$ cat src/rtl/adc_fm_pkg.sv
package adc_fm_pkg;
  localparam int FRAME_BITS = 16;
  localparam int DATA_W     = 12;
  localparam int BIDX_W     = $clog2(FRAME_BITS);

  typedef enum logic [1:0] {ST_IDLE, ST_SETUP, ST_SHIFT, ST_QUIET} seq_st_e;

  typedef struct packed {
    logic              lead;
    logic              chan;
    logic              sign;
    logic [DATA_W-1:0] data;
    logic              spare;
  } frame_t;

  function automatic frame_t split_frame(input logic [FRAME_BITS-1:0] w);
    return frame_t'(w);
  endfunction
endpackage

$ cat src/rtl/adc_fm_clkgen.sv
module adc_fm_clkgen
  import adc_fm_pkg::*;
#(
  parameter int DIV_W = 8
) (
  input  logic             clk,
  input  logic             rst_n,
  input  logic             launch_i,
  input  logic [DIV_W-1:0] half_i,
  output logic             sclk_o,
  output logic             rise_o,
  output logic             done_o
);
  logic              active;
  logic [DIV_W-1:0]  ph;
  logic [BIDX_W-1:0] bidx;
  logic              phase_end;

  assign phase_end = active && (ph == '0);
  assign rise_o    = phase_end && !sclk_o;
  assign done_o    = phase_end && sclk_o && (bidx == BIDX_W'(FRAME_BITS - 1));

  always_ff @(posedge clk or negedge rst_n) begin
    if (!rst_n) begin
      active <= 1'b0;
      ph     <= '0;
      bidx   <= '0;
      sclk_o <= 1'b1;
    end else if (launch_i) begin
      active <= 1'b1;
      sclk_o <= 1'b0;
      ph     <= half_i - DIV_W'(1);
      bidx   <= '0;
    end else if (phase_end) begin
      if (!sclk_o) begin
        sclk_o <= 1'b1;
        ph     <= half_i - DIV_W'(1);
      end else if (done_o) begin
        active <= 1'b0;
      end else begin
        sclk_o <= 1'b0;
        bidx   <= bidx + BIDX_W'(1);
        ph     <= half_i - DIV_W'(1);
      end
    end else if (active) begin
      ph <= ph - DIV_W'(1);
    end
  end
endmodule

$ cat src/rtl/adc_fm_shifter.sv
module adc_fm_shifter
  import adc_fm_pkg::*;
(
  input  logic                  clk,
  input  logic                  rst_n,
  input  logic                  load_i,
  input  logic [FRAME_BITS-1:0] cmd_i,
  input  logic                  rise_i,
  input  logic                  miso_i,
  output logic                  mosi_o,
  output logic [FRAME_BITS-1:0] word_o
);
  logic [FRAME_BITS-1:0] tx;

  assign mosi_o = tx[FRAME_BITS-1];

  always_ff @(posedge clk or negedge rst_n) begin
    if (!rst_n) begin
      tx     <= '0;
      word_o <= '0;
    end else if (load_i) begin
      tx <= cmd_i;
    end else if (rise_i) begin
      tx     <= {tx[FRAME_BITS-2:0], 1'b0};
      word_o <= {word_o[FRAME_BITS-2:0], miso_i};
    end
  end
endmodule

$ cat src/rtl/adc_fm_seq.sv
module adc_fm_seq
  import adc_fm_pkg::*;
#(
  parameter int CNT_W = 8
) (
  input  logic             clk,
  input  logic             rst_n,
  input  logic             start_i,
  input  logic             unipolar_i,
  input  logic [CNT_W-1:0] setup_bip_i,
  input  logic [CNT_W-1:0] setup_uni_i,
  input  logic [CNT_W-1:0] quiet_i,
  input  logic             done_i,
  output logic             cs_n_o,
  output logic             busy_o,
  output logic             accept_o,
  output logic             launch_o
);
  seq_st_e          st;
  logic [CNT_W-1:0] cnt;
  logic [CNT_W-1:0] quiet_q;

  function automatic logic [CNT_W-1:0] pick_setup(input logic uni,
                                                  input logic [CNT_W-1:0] bip_cnt,
                                                  input logic [CNT_W-1:0] uni_cnt);
    return uni ? uni_cnt : bip_cnt;
  endfunction

  assign accept_o = (st == ST_IDLE) && start_i;
  assign launch_o = (st == ST_SETUP) && (cnt == '0);
  assign cs_n_o   = !((st == ST_SETUP) || (st == ST_SHIFT));
  assign busy_o   = (st != ST_IDLE);

  always_ff @(posedge clk or negedge rst_n) begin
    if (!rst_n) begin
      st      <= ST_IDLE;
      cnt     <= '0;
      quiet_q <= '0;
    end else begin
      unique case (st)
        ST_IDLE: if (start_i) begin
          st      <= ST_SETUP;
          cnt     <= pick_setup(unipolar_i, setup_bip_i, setup_uni_i);
          quiet_q <= quiet_i;
        end
        ST_SETUP: if (cnt == '0) st <= ST_SHIFT;
                  else cnt <= cnt - CNT_W'(1);
        ST_SHIFT: if (done_i) begin
          st  <= ST_QUIET;
          cnt <= quiet_q;
        end
        ST_QUIET: if (cnt == '0) st <= ST_IDLE;
                  else cnt <= cnt - CNT_W'(1);
        default: st <= ST_IDLE;
      endcase
    end
  end
endmodule

$ cat src/rtl/adc_frame_master.sv
module adc_frame_master
  import adc_fm_pkg::*;
#(
  parameter int DIV_W = 8,
  parameter int CNT_W = 8
) (
  input  logic                  clk,
  input  logic                  rst_n,
  input  logic                  start_i,
  input  logic [FRAME_BITS-1:0] cmd_i,
  input  logic                  unipolar_i,
  input  logic [DIV_W-1:0]      half_div_i,
  input  logic [CNT_W-1:0]      setup_bip_i,
  input  logic [CNT_W-1:0]      setup_uni_i,
  input  logic [CNT_W-1:0]      quiet_i,
  output logic                  cs_n_o,
  output logic                  sclk_o,
  output logic                  mosi_o,
  input  logic                  miso_i,
  output logic [DATA_W-1:0]     result_o,
  output logic                  chan_o,
  output logic                  sign_o,
  output logic                  frame_err_o,
  output logic                  valid_o,
  output logic                  busy_o
);
  logic                  accept_evt;
  logic                  launch_evt;
  logic                  sclk_rise;
  logic                  frame_done;
  logic [DIV_W-1:0]      half_q;
  logic [FRAME_BITS-1:0] word;
  frame_t                fields;

  function automatic logic [DIV_W-1:0] clamp_half(input logic [DIV_W-1:0] h);
    return (h == '0) ? DIV_W'(1) : h;
  endfunction

  adc_fm_seq #(.CNT_W(CNT_W)) seq_i (
    .clk(clk), .rst_n(rst_n), .start_i(start_i), .unipolar_i(unipolar_i),
    .setup_bip_i(setup_bip_i), .setup_uni_i(setup_uni_i), .quiet_i(quiet_i),
    .done_i(frame_done), .cs_n_o(cs_n_o), .busy_o(busy_o),
    .accept_o(accept_evt), .launch_o(launch_evt)
  );

  adc_fm_clkgen #(.DIV_W(DIV_W)) clkgen_i (
    .clk(clk), .rst_n(rst_n), .launch_i(launch_evt), .half_i(half_q),
    .sclk_o(sclk_o), .rise_o(sclk_rise), .done_o(frame_done)
  );

  adc_fm_shifter shifter_i (
    .clk(clk), .rst_n(rst_n), .load_i(accept_evt), .cmd_i(cmd_i),
    .rise_i(sclk_rise), .miso_i(miso_i), .mosi_o(mosi_o), .word_o(word)
  );

  assign fields = split_frame(word);

  always_ff @(posedge clk or negedge rst_n) begin
    if (!rst_n) begin
      half_q      <= DIV_W'(1);
      result_o    <= '0;
      chan_o      <= 1'b0;
      sign_o      <= 1'b0;
      frame_err_o <= 1'b0;
      valid_o     <= 1'b0;
    end else begin
      valid_o <= frame_done;
      if (accept_evt) half_q <= clamp_half(half_div_i);
      if (frame_done) begin
        result_o    <= fields.data;
        chan_o      <= fields.chan;
        sign_o      <= fields.sign;
        frame_err_o <= fields.lead;
      end
    end
  end
endmodule

$ cat config.mk
export PLATFORM = sky130hd
export DESIGN_NAME = adc_frame_master
export DESIGN_NICKNAME = d
export VERILOG_FILES = /design/src/rtl/adc_fm_pkg.sv /design/src/rtl/adc_fm_clkgen.sv /design/src/rtl/adc_fm_shifter.sv /design/src/rtl/adc_fm_seq.sv /design/src/rtl/adc_frame_master.sv
export SDC_FILE = /design/constraint.sdc
export NUM_CORES = 1
export LEC_CHECK = 0
export BUFFER_PORTS_ARGS = -buffer_cell sky130_fd_sc_hd__clkbuf_2
export CORE_MARGIN = 3
export CORE_UTILIZATION = 35
export DETAILED_ROUTE_END_ITERATION = 16
export SYNTH_ARGS = -nofsm -noshare
export SYNTH_HDL_FRONTEND = slang
export SYNTH_SLANG_ARGS = --single-unit
export TNS_END_PERCENT = 1
$ cat constraint.sdc
create_clock -name clk -period 3.1 [get_ports clk]
set_clock_uncertainty 0.05 [all_clocks]
set_input_delay 0.155 -clock clk [delete_from_list [all_inputs] [get_ports clk]]
set_output_delay 0.155 -clock clk [all_outputs]
set_load 0.05 [all_outputs]
==> reports/qor.yml, run 1 <==
route:
  drc_errors: 0
  routed_wl_um: 8820
  vias_per_cell: 4.90
  drtPass1Iterations: 4
  avgRoutedWirePerCell_um: 14.2
  via_count: 3040
  drt_iter0_drc: 121
  ant_nets: 0
synthesis:
  synth_adder_area_share_pct: 2.89
  synth_top_family_by_area: "multiplexers"
  synth_largest_area_cell: "dfrtp_1"
  synth-seq-cells: 88
  synth-xor-area-share_pct: 1.82
  ys_types: 56
  synth_cells: 373
  yosys.area.top_type_share_pct: 49.8
  synth_area_leaders: "dfrtp_1, mux2_2, mux2i_1"
  synth_common_cells: "dfrtp_1, mux2_2, nor2_1"
  synth-simple-area-share_pct: 11.1
  muxShareOfSynthArea_pct: 18.3
  synth_compound_area_share_pct: 11.6
  ys_async_sr_fraction_pct: 100
  synth.avg_cell_area_sq_um: 11.6
  yosys_warnings: 0
  yosysSeqAreaShare_pct: 51.0
  synth_ff_type: "dfrtp_1"
  synth_nets: 436
  synth-edff-count: 0
  syn_area_sq_um: 4330
  synth.most_common_cell: "dfrtp_1"
cells_and_area:
  utilization_pct: 44.3
  num_antenna_cells: 0
  drive_above_1_share_pct: 34.2
  final-instance-count-excl-fill: 620
  area_delta_synth_final_pct: 20.5
  final_area_sq_um: 5210
  fin_nets: 514
die:
  die_w_um: 117
  dieHeight_um: 117
  core_sq_um: 11800
  ioPinCount: 73
  rows: 39
  dieArea_sq_um: 13700
  initial_core_util_pct: 36.8
place:
  place_area_sq_um: 4840
  portBuffers: 72
  numPlacedInstances: 597
  place_congestion: 0.807
  hpwlAfterDp_um: 6370
sta:
  finalHoldViolCount: 28
  setup_viol: 0
  max_freq_mhz: 424
  slew_headroom_pct: 26.9
  tightest_slew_ns: 1.10
  finalCriticalPeriod_ns: 2.36
  slew_violations: 0
  hold_slack_ns: -0.0446
  rsz0062_at_grt: "no"
  min_period_over_period_pct: 76.1
  finalSetupTns_ns: 0
clocking:
  htreeDepth: 3
  postCtsHoldBufs: 5
  cts_root_buf: "clkbuf_16"
  insertion_delay_ns: 0.34
  clockBufferDepth: 2
  cts.clk_slew.worst_paths_ns: 0.07
  post_cts_buffers: 0
  numClockSinks: 88
  postCtsResizedCells: 0
  cts-buffers-inserted: 9
  cts_tree: "done"
outcome:
  status: "finished, violations left"
  violations: "negative hold slack"
worst_hold_path:
  hp-class: "in2async"
global_route:
  grt_overflow: 0
  grt_pass1_wl_um: 14600
  grt_max_degree: 89
  grt_pass1_vias: 2894
  grt.total_usage_pct: 13.5
  antenna_found_initial: 0
power:
  p_per_area_nw_per_um2: 439
  peakVddDrop_mv: 0.222
  leakage_nw: 2.55
setup_path:
  ff2ff_path_depth: 6
  cp_max_fo: 17
  start_kind: "flip-flop"
  crit_start: "clkgen_i.ph[4]"
  worst-setup-path-type: "reg2reg"
  ff2ff_setup_slack_ns: 0.74
  crit_required_ns: 3.28
  cp-end-kind: "flip-flop"
  arrival_ns: 2.54
  r2r_end: "shifter_i.word_o[11]"
  r2r-start: "clkgen_i.ph[4]"
flow_run:
  drv_cap: 0
cells by family (layout without fill, tap and decap cells):
family                   Yosys count  count (layout)
AND/OR/NAND/NOR                   82              82
adder cells (fa/ha/maj)           10              10
flip-flops                        88              88
multiplexers                      73              73
AO/OA/AOI/OAI                     78              78
XOR/XNOR                           9               9
buffers and inverters             33             116
placed cells by master, fill, tap and decap left out, types with 5 or more instances in the layout:
cell / synthesis / routed
dfrtp_1: 86 / 86
clkbuf_2: 0 / 71
mux2_2: 47 / 47
nor2_1: 34 / 34
a21oi_1: 28 / 28
mux2i_1: 24 / 24
inv_1: 16 / 16
o21ai_0: 15 / 15
ha_1: 10 / 10
nand2_1: 10 / 9
clkbuf_16: 0 / 9
dlygate4sd3_1: 0 / 7
nor3_1: 6 / 6
xor2_1: 6 / 6
nand3_1: 6 / 6
a211oi_1: 6 / 6
a221oi_1: 5 / 5
per-layer routing:
layer	track usage [%]	wire, um
met5	0	0
met4	4.59	129
met3	2.98	354
met2	20.8	4220
met1	18.9	4120
report_power, final:
part	switching, mW	leakage, nW	internal (mW)
Combinational	0.0390	1.26	0.0350
Sequential	0	1.14	1.15
Clock	0.498	0.144	0.570
Total	0.537	2.55	1.75
critical path, stage by stage, from the launching register on:
cell and delay (ns):
dfrtp_1 0.44, nor4_4 0.53, nand2_4 0.13, nor2_8 0.32, and2_1 0.18, buf_4 0.22, mux2_2 0.37
worst max path at each step:
stage               slack (ns)  cells after the start                   end
global placement          0.79                      6  shifter_i.word_o[12]
finish                    0.74                      6  shifter_i.word_o[11]
global route              0.51                      6          seq_i.cnt[4]
CTS                       0.72                      6  shifter_i.word_o[11]
floorplan                 1.02                      7  shifter_i.word_o[10]
detailed placement        0.73                      6  shifter_i.word_o[11]
sequential cells by signal (all words and copies together), names as in the netlist:
| register | count |
|---|---|
| seq_i.quiet_q | 8 |
| shifter_i.word_o | 16 |
| seq_i.cnt | 8 |
| sign_o | 1 |
| shifter_i.tx | 16 |
| valid_o | 1 |
| chan_o | 1 |
| half_q | 8 |
| clkgen_i.active | 1 |
| frame_err_o | 1 |
| clkgen_i.ph | 8 |
| clkgen_i.bidx | 4 |
| result_o | 12 |
| seq_i.st | 2 |
| clkgen_i.sclk_o | 1 |
stage by stage:
step / worst slack [ns] / hold slack, ns / power (mW)
after floorplan: 1.02 / -0.191 / 1.18
after global placement: 0.792 / 0.346 / 1.24
after detailed placement: 0.730 / 0.347 / 1.24
after CTS: 0.717 / 0.00213 / 2.32
after global routing: 0.513 / 0.00623 / 2.38
final: 0.740 / -0.0446 / 2.29
layout make-up:
class | instances | area [sq um]
clock buffer | 9 | 225
clock inverter | 7 | 75.1
fill | 1076 | 6550
inverter | 18 | 67.6
multi-input combinational | 252 | 1980
sequential | 88 | 2200
tap | 164 | 205
timing repair buffer | 82 | 455
Note: power is estimated with default switching activity, not from simulation.
==> run 2, diff against run 1 <==
==> constraint.sdc (replaced) <==
create_clock -name clk -period 2.2 [get_ports clk]
set_clock_uncertainty 0.05 [all_clocks]
set_input_delay 0.11 -clock clk [delete_from_list [all_inputs] [get_ports clk]]
set_output_delay 0.11 -clock clk [all_outputs]
set_load 0.05 [all_outputs]
==> run 2 against run 1 <==
Net effect:
- the flow now finishes without violations
- global-route usage rose by 0.89 points
- combinational power rose by 97%
- maximum frequency rose by 15%
- register-to-register slack got worse by 0.59 ns
- die area did not move
- core utilization rose by 3.3 points
- non-clock buffer count rose by 40
- design area rose by 7.4%
- sequential power rose by 41%
- count of clock-buffer cells in the layout did not move
- setup slack got worse by 0.59 ns
- critical path type unchanged
==> reports/qor.yml, run 2 (same netlist as run 1, synthesis figures left out) <==
setup_path:
  cp_slowest_stage_delay_ns: 0.39  # was 0.53 ns
  cp-end-kind: "flip-flop"  # unchanged
  arrival_ns: 2.24  # was 2.54 ns
  cp_max_fo: 7  # was 17
  cp_slowest_cell: "dfrtp_1"  # was nor4_4
  crit_required_ns: 2.38  # was 3.28 ns
  cp_cell_sequence: "inv_1 -> ha_1 -> nor4b_4 -> and3_2 -> nor2_1 -> o21ai_0 -> a22oi_1"  # was nor4_4 -> nand2_4 -> nor2_8 -> and2_1 -> buf_4 -> mux2_2
  start_kind: "flip-flop"  # unchanged
  r2r_end: "clkgen_i.ph[2]"  # was shifter_i.word_o[11]
  crit_buf_inv: 1  # unchanged
  ff2ff_path_depth: 7  # was 6
  ff2ff_setup_slack_ns: 0.15  # was 0.74 ns
  r2r-start: "seq_i.cnt[0]"  # was clkgen_i.ph[4]
  worst-setup-path-type: "reg2reg"  # unchanged
  cpLargestDelayFamily: "simple AND/OR/NAND/NOR gates"  # unchanged
sta:
  slew_violations: 0  # unchanged
  hold_slack_ns: 0.00320  # was -0.0446 ns
  tightest_slew_ns: 0.568  # was 1.10 ns
  max_freq_mhz: 487  # was 424 MHz
  finalSetupTns_ns: 0  # unchanged
  slew_headroom_pct: 62.1  # was 26.9%
  finalHoldViolCount: 0  # was 28
  min_period_over_period_pct: 93.3  # was 76.1%
  setup_viol: 0  # unchanged
  finalCriticalPeriod_ns: 2.05  # was 2.36 ns
flow_run:
  drv_cap: 0  # unchanged
cells_and_area:
  largest_registers: "shifter_i.tx (16), shifter_i.word_o (16), result_o (12)"  # unchanged
  utilization_pct: 47.6  # was 44.3%
  fin_nets: 554  # was 514
  final_common_cell: "dfrtp_1"  # unchanged
  seqCellArea_sq_um: 2200  # unchanged
  multiInputGateArea_sq_um: 1990  # was 1980 sq um
  fill_cells: 1074  # was 1076
  num_antenna_cells: 0  # unchanged
  drive_above_1_share_pct: 34.9  # was 34.2%
  mostFrequentLayoutCells: "dfrtp_1, clkbuf_2, mux2_2"  # unchanged
  final-instance-count-excl-fill: 660  # was 620
  area_delta_synth_final_pct: 29.4  # was 20.5%
route:
  drt_iter0_drc: 94  # was 121
  via_count: 3254  # was 3040
  vias_per_cell: 4.93  # was 4.90
  drtPass1Iterations: 4  # unchanged
  routed_wl_um: 9450  # was 8820 um
  avgRoutedWirePerCell_um: 14.3  # was 14.2 um
  ant_nets: 0  # unchanged
  drc_errors: 0  # unchanged
clocking:
  cts_tree: "done"  # unchanged
  cts-buffers-inserted: 9  # unchanged
  htreeDepth: 3  # unchanged
  cts_root_buf: "clkbuf_16"  # unchanged
  clockBufferDepth: 2  # unchanged
  insertion_delay_ns: 0.33  # was 0.34 ns
  cts.clk_slew.worst_paths_ns: 0.07  # about the same
  numClockSinks: 88  # unchanged
die:
  rows: 39  # unchanged
  core_sq_um: 11800  # unchanged
  dieArea_sq_um: 13700  # unchanged
  initial_core_util_pct: 36.8  # unchanged
  ioPinCount: 73  # unchanged
  die_w_um: 117  # unchanged
  dieHeight_um: 117  # unchanged
worst_hold_path:
  hp-class: "in2reg"  # was in2async
  whs_path_depth: 3
  hold_start: "cmd_i[3]"
  min_to: "shifter_i.tx[3]"
global_route:
  grt.total_usage_pct: 14.4  # was 13.5%
  grt_overflow: 0  # unchanged
  grt_pass1_wl_um: 15800  # was 14600 um
  grt_max_degree: 47  # was 89
  antenna_found_initial: 0  # unchanged
  grt_pass1_vias: 3254  # was 2894
place:
  numPlacedInstances: 610  # was 597
  place_congestion: 0.842  # was 0.807
  portBuffers: 72  # unchanged
  hpwlAfterDp_um: 6520  # was 6370 um
power:
  p_per_area_nw_per_um2: 582  # was 439 nW/um^2
  leakage_nw: 2.73  # was 2.55 nW
  power_mw: 3.26  # was 2.29 mW
  peakVddDrop_mv: 0.399  # was 0.222 mV
outcome:
  status: "completed"  # was finished, violations left
[run 2: cell types whose count changed in the layout (fill, tap and decap cells not counted), moves of 2 or more]
cell	previous run	this run
buf_4	4	18
dlygate4sd3_1	7	31
inv_6	0	4
buf_12	0	2
[run 2: report_power, final]
part           internal, mW  leakage, nW  total [mW]  switching, mW
logic                0.0808         1.45       0.146         0.0654
registers              1.62         1.14        1.62              0
clock network         0.801        0.145        1.50          0.697
[run 2: worst max-delay path by stage]
stage               cells past startpoint            from  slack (ns)                   end
floorplan                               7  clkgen_i.ph[4]        0.12  shifter_i.word_o[10]
global placement                        7    seq_i.cnt[0]        0.14        clkgen_i.ph[6]
detailed placement                      8    seq_i.cnt[0]        0.11        clkgen_i.ph[0]
CTS                                     8    seq_i.cnt[0]        0.08        clkgen_i.ph[0]
global route                            7     seq_i.st[1]       -0.02          seq_i.cnt[5]
finish                                  7    seq_i.cnt[0]        0.15        clkgen_i.ph[2]
[run 2: worst reg2reg max path, stage by stage, from the launching register on]
cell and delay (ns):
dfrtp_1 0.39, inv_1 0.09, ha_1 0.25, nor4b_4 0.16, and3_2 0.27, nor2_1 0.37, o21ai_0 0.16, a22oi_1 0.23
[run 2: metrics by stage]
| stage | worst slack, ns | cell area (sq um) |
|---|---|---|
| 3_3_place_gp | 0.136 | 4970 |
| 2_1_floorplan | 0.120 | 4330 |
| 5_1_grt | -0.0163 | 5600 |
| 4_1_cts | 0.0755 | 5570 |
| 3_5_place_dp | 0.108 | 4970 |
| 6_report | 0.147 | 5600 |
[run 2: cell type report]
type / instances / share of cell area [%]
sequential: 88 / 39.4
multi-input combinational: 252 / 35.5
timing repair buffer: 122 / 15.0
clock buffer: 9 / 4.02
tap: 164 / 3.66
inverter: 18 / 1.21
clock inverter: 7 / 1.18
[run 2: timing repair]
action / CTS / global route
endpoints found under the setup margin: 0 / 5
hold buffers: 31 / 0
hold endpoints to repair: 72 / 0
setup buffers: 0 / 3
gates resized for setup: 0 / 2
[run 2: routing by layer]
metal  global-route usage [%]  part of all wire, %
met1                     19.8                   46
met2                     22.1                   48
met3                     3.60                  4.4
met4                     5.20                  1.3
met5                        0                    0
==> run 3, diff against run 2 <==
--- a/config.mk
+++ b/config.mk
@@ -8,6 +8,7 @@
 export BUFFER_PORTS_ARGS = -buffer_cell sky130_fd_sc_hd__clkbuf_2
 export CORE_MARGIN = 3
 export CORE_UTILIZATION = 35
+export CTS_BUF_LIST = sky130_fd_sc_hd__clkbuf_4
 export DETAILED_ROUTE_END_ITERATION = 16
 export SYNTH_ARGS = -nofsm -noshare
 export SYNTH_HDL_FRONTEND = slang
==> constraint.sdc (replaced) <==
create_clock -name clk -period 2.1 [get_ports clk]
set_clock_uncertainty 0.05 [all_clocks]
set_input_delay 0.105 -clock clk [delete_from_list [all_inputs] [get_ports clk]]
set_output_delay 0.105 -clock clk [all_outputs]
set_load 0.05 [all_outputs]
==> run 3 against run 2 <==
Net effect:
- total power shrank 12%
- sequential cell count did not move
- non-clock buffer count increased by 13
- wire length rose by 0.19%
- via count grew 0.31%
- critical endpoint is now clkgen_i.ph[4]
- largest power group unchanged
==> reports/qor.yml, run 3 (same netlist as run 1, synthesis figures left out) <==
route:
  avgRoutedWirePerCell_um: 14.1  # was 14.3 um
  vias_per_cell: 4.85  # was 4.93
  drt_iter0_drc: 111  # was 94
  routed_wl_um: 9460  # was 9450 um
  ant_nets: 0  # unchanged
  via_count: 3264  # was 3254
  drtPass1Iterations: 4  # unchanged
  drc_errors: 0  # unchanged
cells_and_area:
  fill_cells: 1092  # was 1074
  drive_above_1_share_pct: 36.7  # was 34.9%
  multiInputGateArea_sq_um: 2010  # was 1990 sq um
  largest_registers: "shifter_i.tx (16), shifter_i.word_o (16), result_o (12)"  # unchanged
  seqCellArea_sq_um: 2200  # unchanged
  final-instance-count-excl-fill: 673  # was 660
  num_antenna_cells: 0  # unchanged
  mostFrequentLayoutCells: "dfrtp_1, clkbuf_2, mux2_2"  # unchanged
  area_delta_synth_final_pct: 29.3  # was 29.4%
  utilization_pct: 47.5  # was 47.6%
  fin_nets: 567  # was 554
  final_common_cell: "dfrtp_1"  # unchanged
global_route:
  grt_overflow: 0  # unchanged
  grt_pass1_vias: 3271  # was 3254
  grt_max_degree: 43  # was 47
  grt.total_usage_pct: 14.6  # was 14.4%
  grt_pass1_wl_um: 15800  # about the same
  antenna_found_initial: 0  # unchanged
sta:
  tightest_slew_ns: 0.557  # was 0.568 ns
  max_freq_mhz: 500  # was 487 MHz
  min_period_over_period_pct: 95.1  # was 93.3%
  finalCriticalPeriod_ns: 2.00  # was 2.05 ns
  slew_headroom_pct: 62.9  # was 62.1%
  slew_violations: 0  # unchanged
  setup_viol: 0  # unchanged
  finalHoldViolCount: 0  # unchanged
clocking:
  insertion_delay_ns: 0.45  # was 0.33 ns
  cts_tree: "done"  # unchanged
  cts_root_buf: "clkbuf_4"  # was clkbuf_16
  htreeDepth: 3  # unchanged
  cts-buffers-inserted: 9  # unchanged
  numClockSinks: 88  # unchanged
  clockBufferDepth: 2  # unchanged
  cts.clk_slew.worst_paths_ns: 0.15  # was 0.07 ns
worst_hold_path:
  hold_start: "setup_bip_i[1]"  # was cmd_i[3]
  whs_path_depth: 5  # was 3
  hp-class: "in2reg"  # unchanged
place:
  hpwlAfterDp_um: 6790  # was 6520 um
  numPlacedInstances: 616  # was 610
  portBuffers: 72  # unchanged
  place_congestion: 0.826  # was 0.842
setup_path:
  cp-end-kind: "flip-flop"  # unchanged
  crit_required_ns: 2.41  # was 2.38 ns
  crit_start: "seq_i.cnt[0]"  # unchanged
  r2r-start: "seq_i.cnt[0]"  # unchanged
  cp_max_fo: 8  # was 7
  start_kind: "flip-flop"  # unchanged
  ff2ff_path_depth: 8  # was 7
  worst-setup-path-type: "reg2reg"  # unchanged
  arrival_ns: 2.31  # was 2.24 ns
power:
  peakVddDrop_mv: 0.524  # was 0.399 mV
  leakage_nw: 2.72  # was 2.73 nW
  p_per_area_nw_per_um2: 516  # was 582 nW/um^2
  power_mw: 2.88  # was 3.26 mW
die:
  initial_core_util_pct: 36.8  # unchanged
  rows: 39  # unchanged
  ioPinCount: 73  # unchanged
  die_w_um: 117  # unchanged
  core_sq_um: 11800  # unchanged
  dieHeight_um: 117  # unchanged
  dieArea_sq_um: 13700  # unchanged
outcome:
  status: "completed"  # unchanged
flow_run:
  drv_cap: 0  # unchanged
[run 3: changes by cell type in the layout (fill, tap and decap cells not counted), sizes merged]
cell	delta
buf	+9
bufinv	+1
clkbuf	+1
clkinvlp	+1
dlygate4sd3	+4
inv	-3
[run 3: worst max-delay path: stages (launching register included)]
cell,delay (ns)
dfrtp_1,0.44
inv_1,0.10
ha_2,0.21
nor4b_4,0.31
and3_4,0.30
a21oi_4,0.07
buf_4,0.15
a21oi_1,0.12
a2bb2oi_1,0.16
[run 3: power by group]
group	switching (mW)	total, mW	internal, mW
clock	0.635	1.03	0.396
sequential	0	1.70	1.70
combinational	0.0674	0.157	0.0893
total	0.703	2.88	2.18
[run 3: layout make-up]
cell class | instances | share of cell area [%]
sequential | 88 | 39.4
multi-input combinational | 252 | 35.9
clock buffer | 10 | 1.34
tap | 164 | 3.67
inverter | 18 | 1.25
clock inverter | 6 | 1.34
timing repair buffer | 135 | 17.0
[run 3: worst paths after layout]
path / end / slack, ns
setup / recovery: clkgen_i.ph[4] / 0.10
hold / removal: seq_i.cnt[1] / 0.04
setup reg to reg: clkgen_i.ph[4] / 0.10
hold reg to reg: shifter_i.word_o[1] / 0.47
max in group asynchronous: half_q[0] / 1.22
min in group asynchronous: seq_i.cnt[0] / 0.13
[run 3: repair_timing]
item / in CTS / in global routing
pin swaps: 0 / 4
endpoints found under the setup margin: 3 / 38
resized for setup: 2 / 9
endpoints found under the hold margin: 79 / 0
buffers inserted: 0 / 6
hold buffers: 35 / 0
[run 3: per-stage QoR]
stage                     setup TNS, ns  setup slack (ns)  hold slack (ns)  instance area, sq um
final                                 0             0.102           0.0441                  5590
after floorplan                       0            0.0199           -0.241                  4330
after CTS                             0           0.00404           0.0174                  5520
after detailed placement              0            0.0140           0.0951                  5010
after global placement                0            0.0606           0.0879                  5010
after global routing          -0.000898         -0.000543           0.0782                  5590
[run 3: metal layers]
layer	track usage (%)	share of wire [%]	wire, um	up-vias
met1	18.6	44	4130	1589
met3	3.80	4.3	411	10
met2	24.7	51	4820	58
li1	-	-	-	1607
met4	3.67	1.1	104	0
met5	0	0	0	-
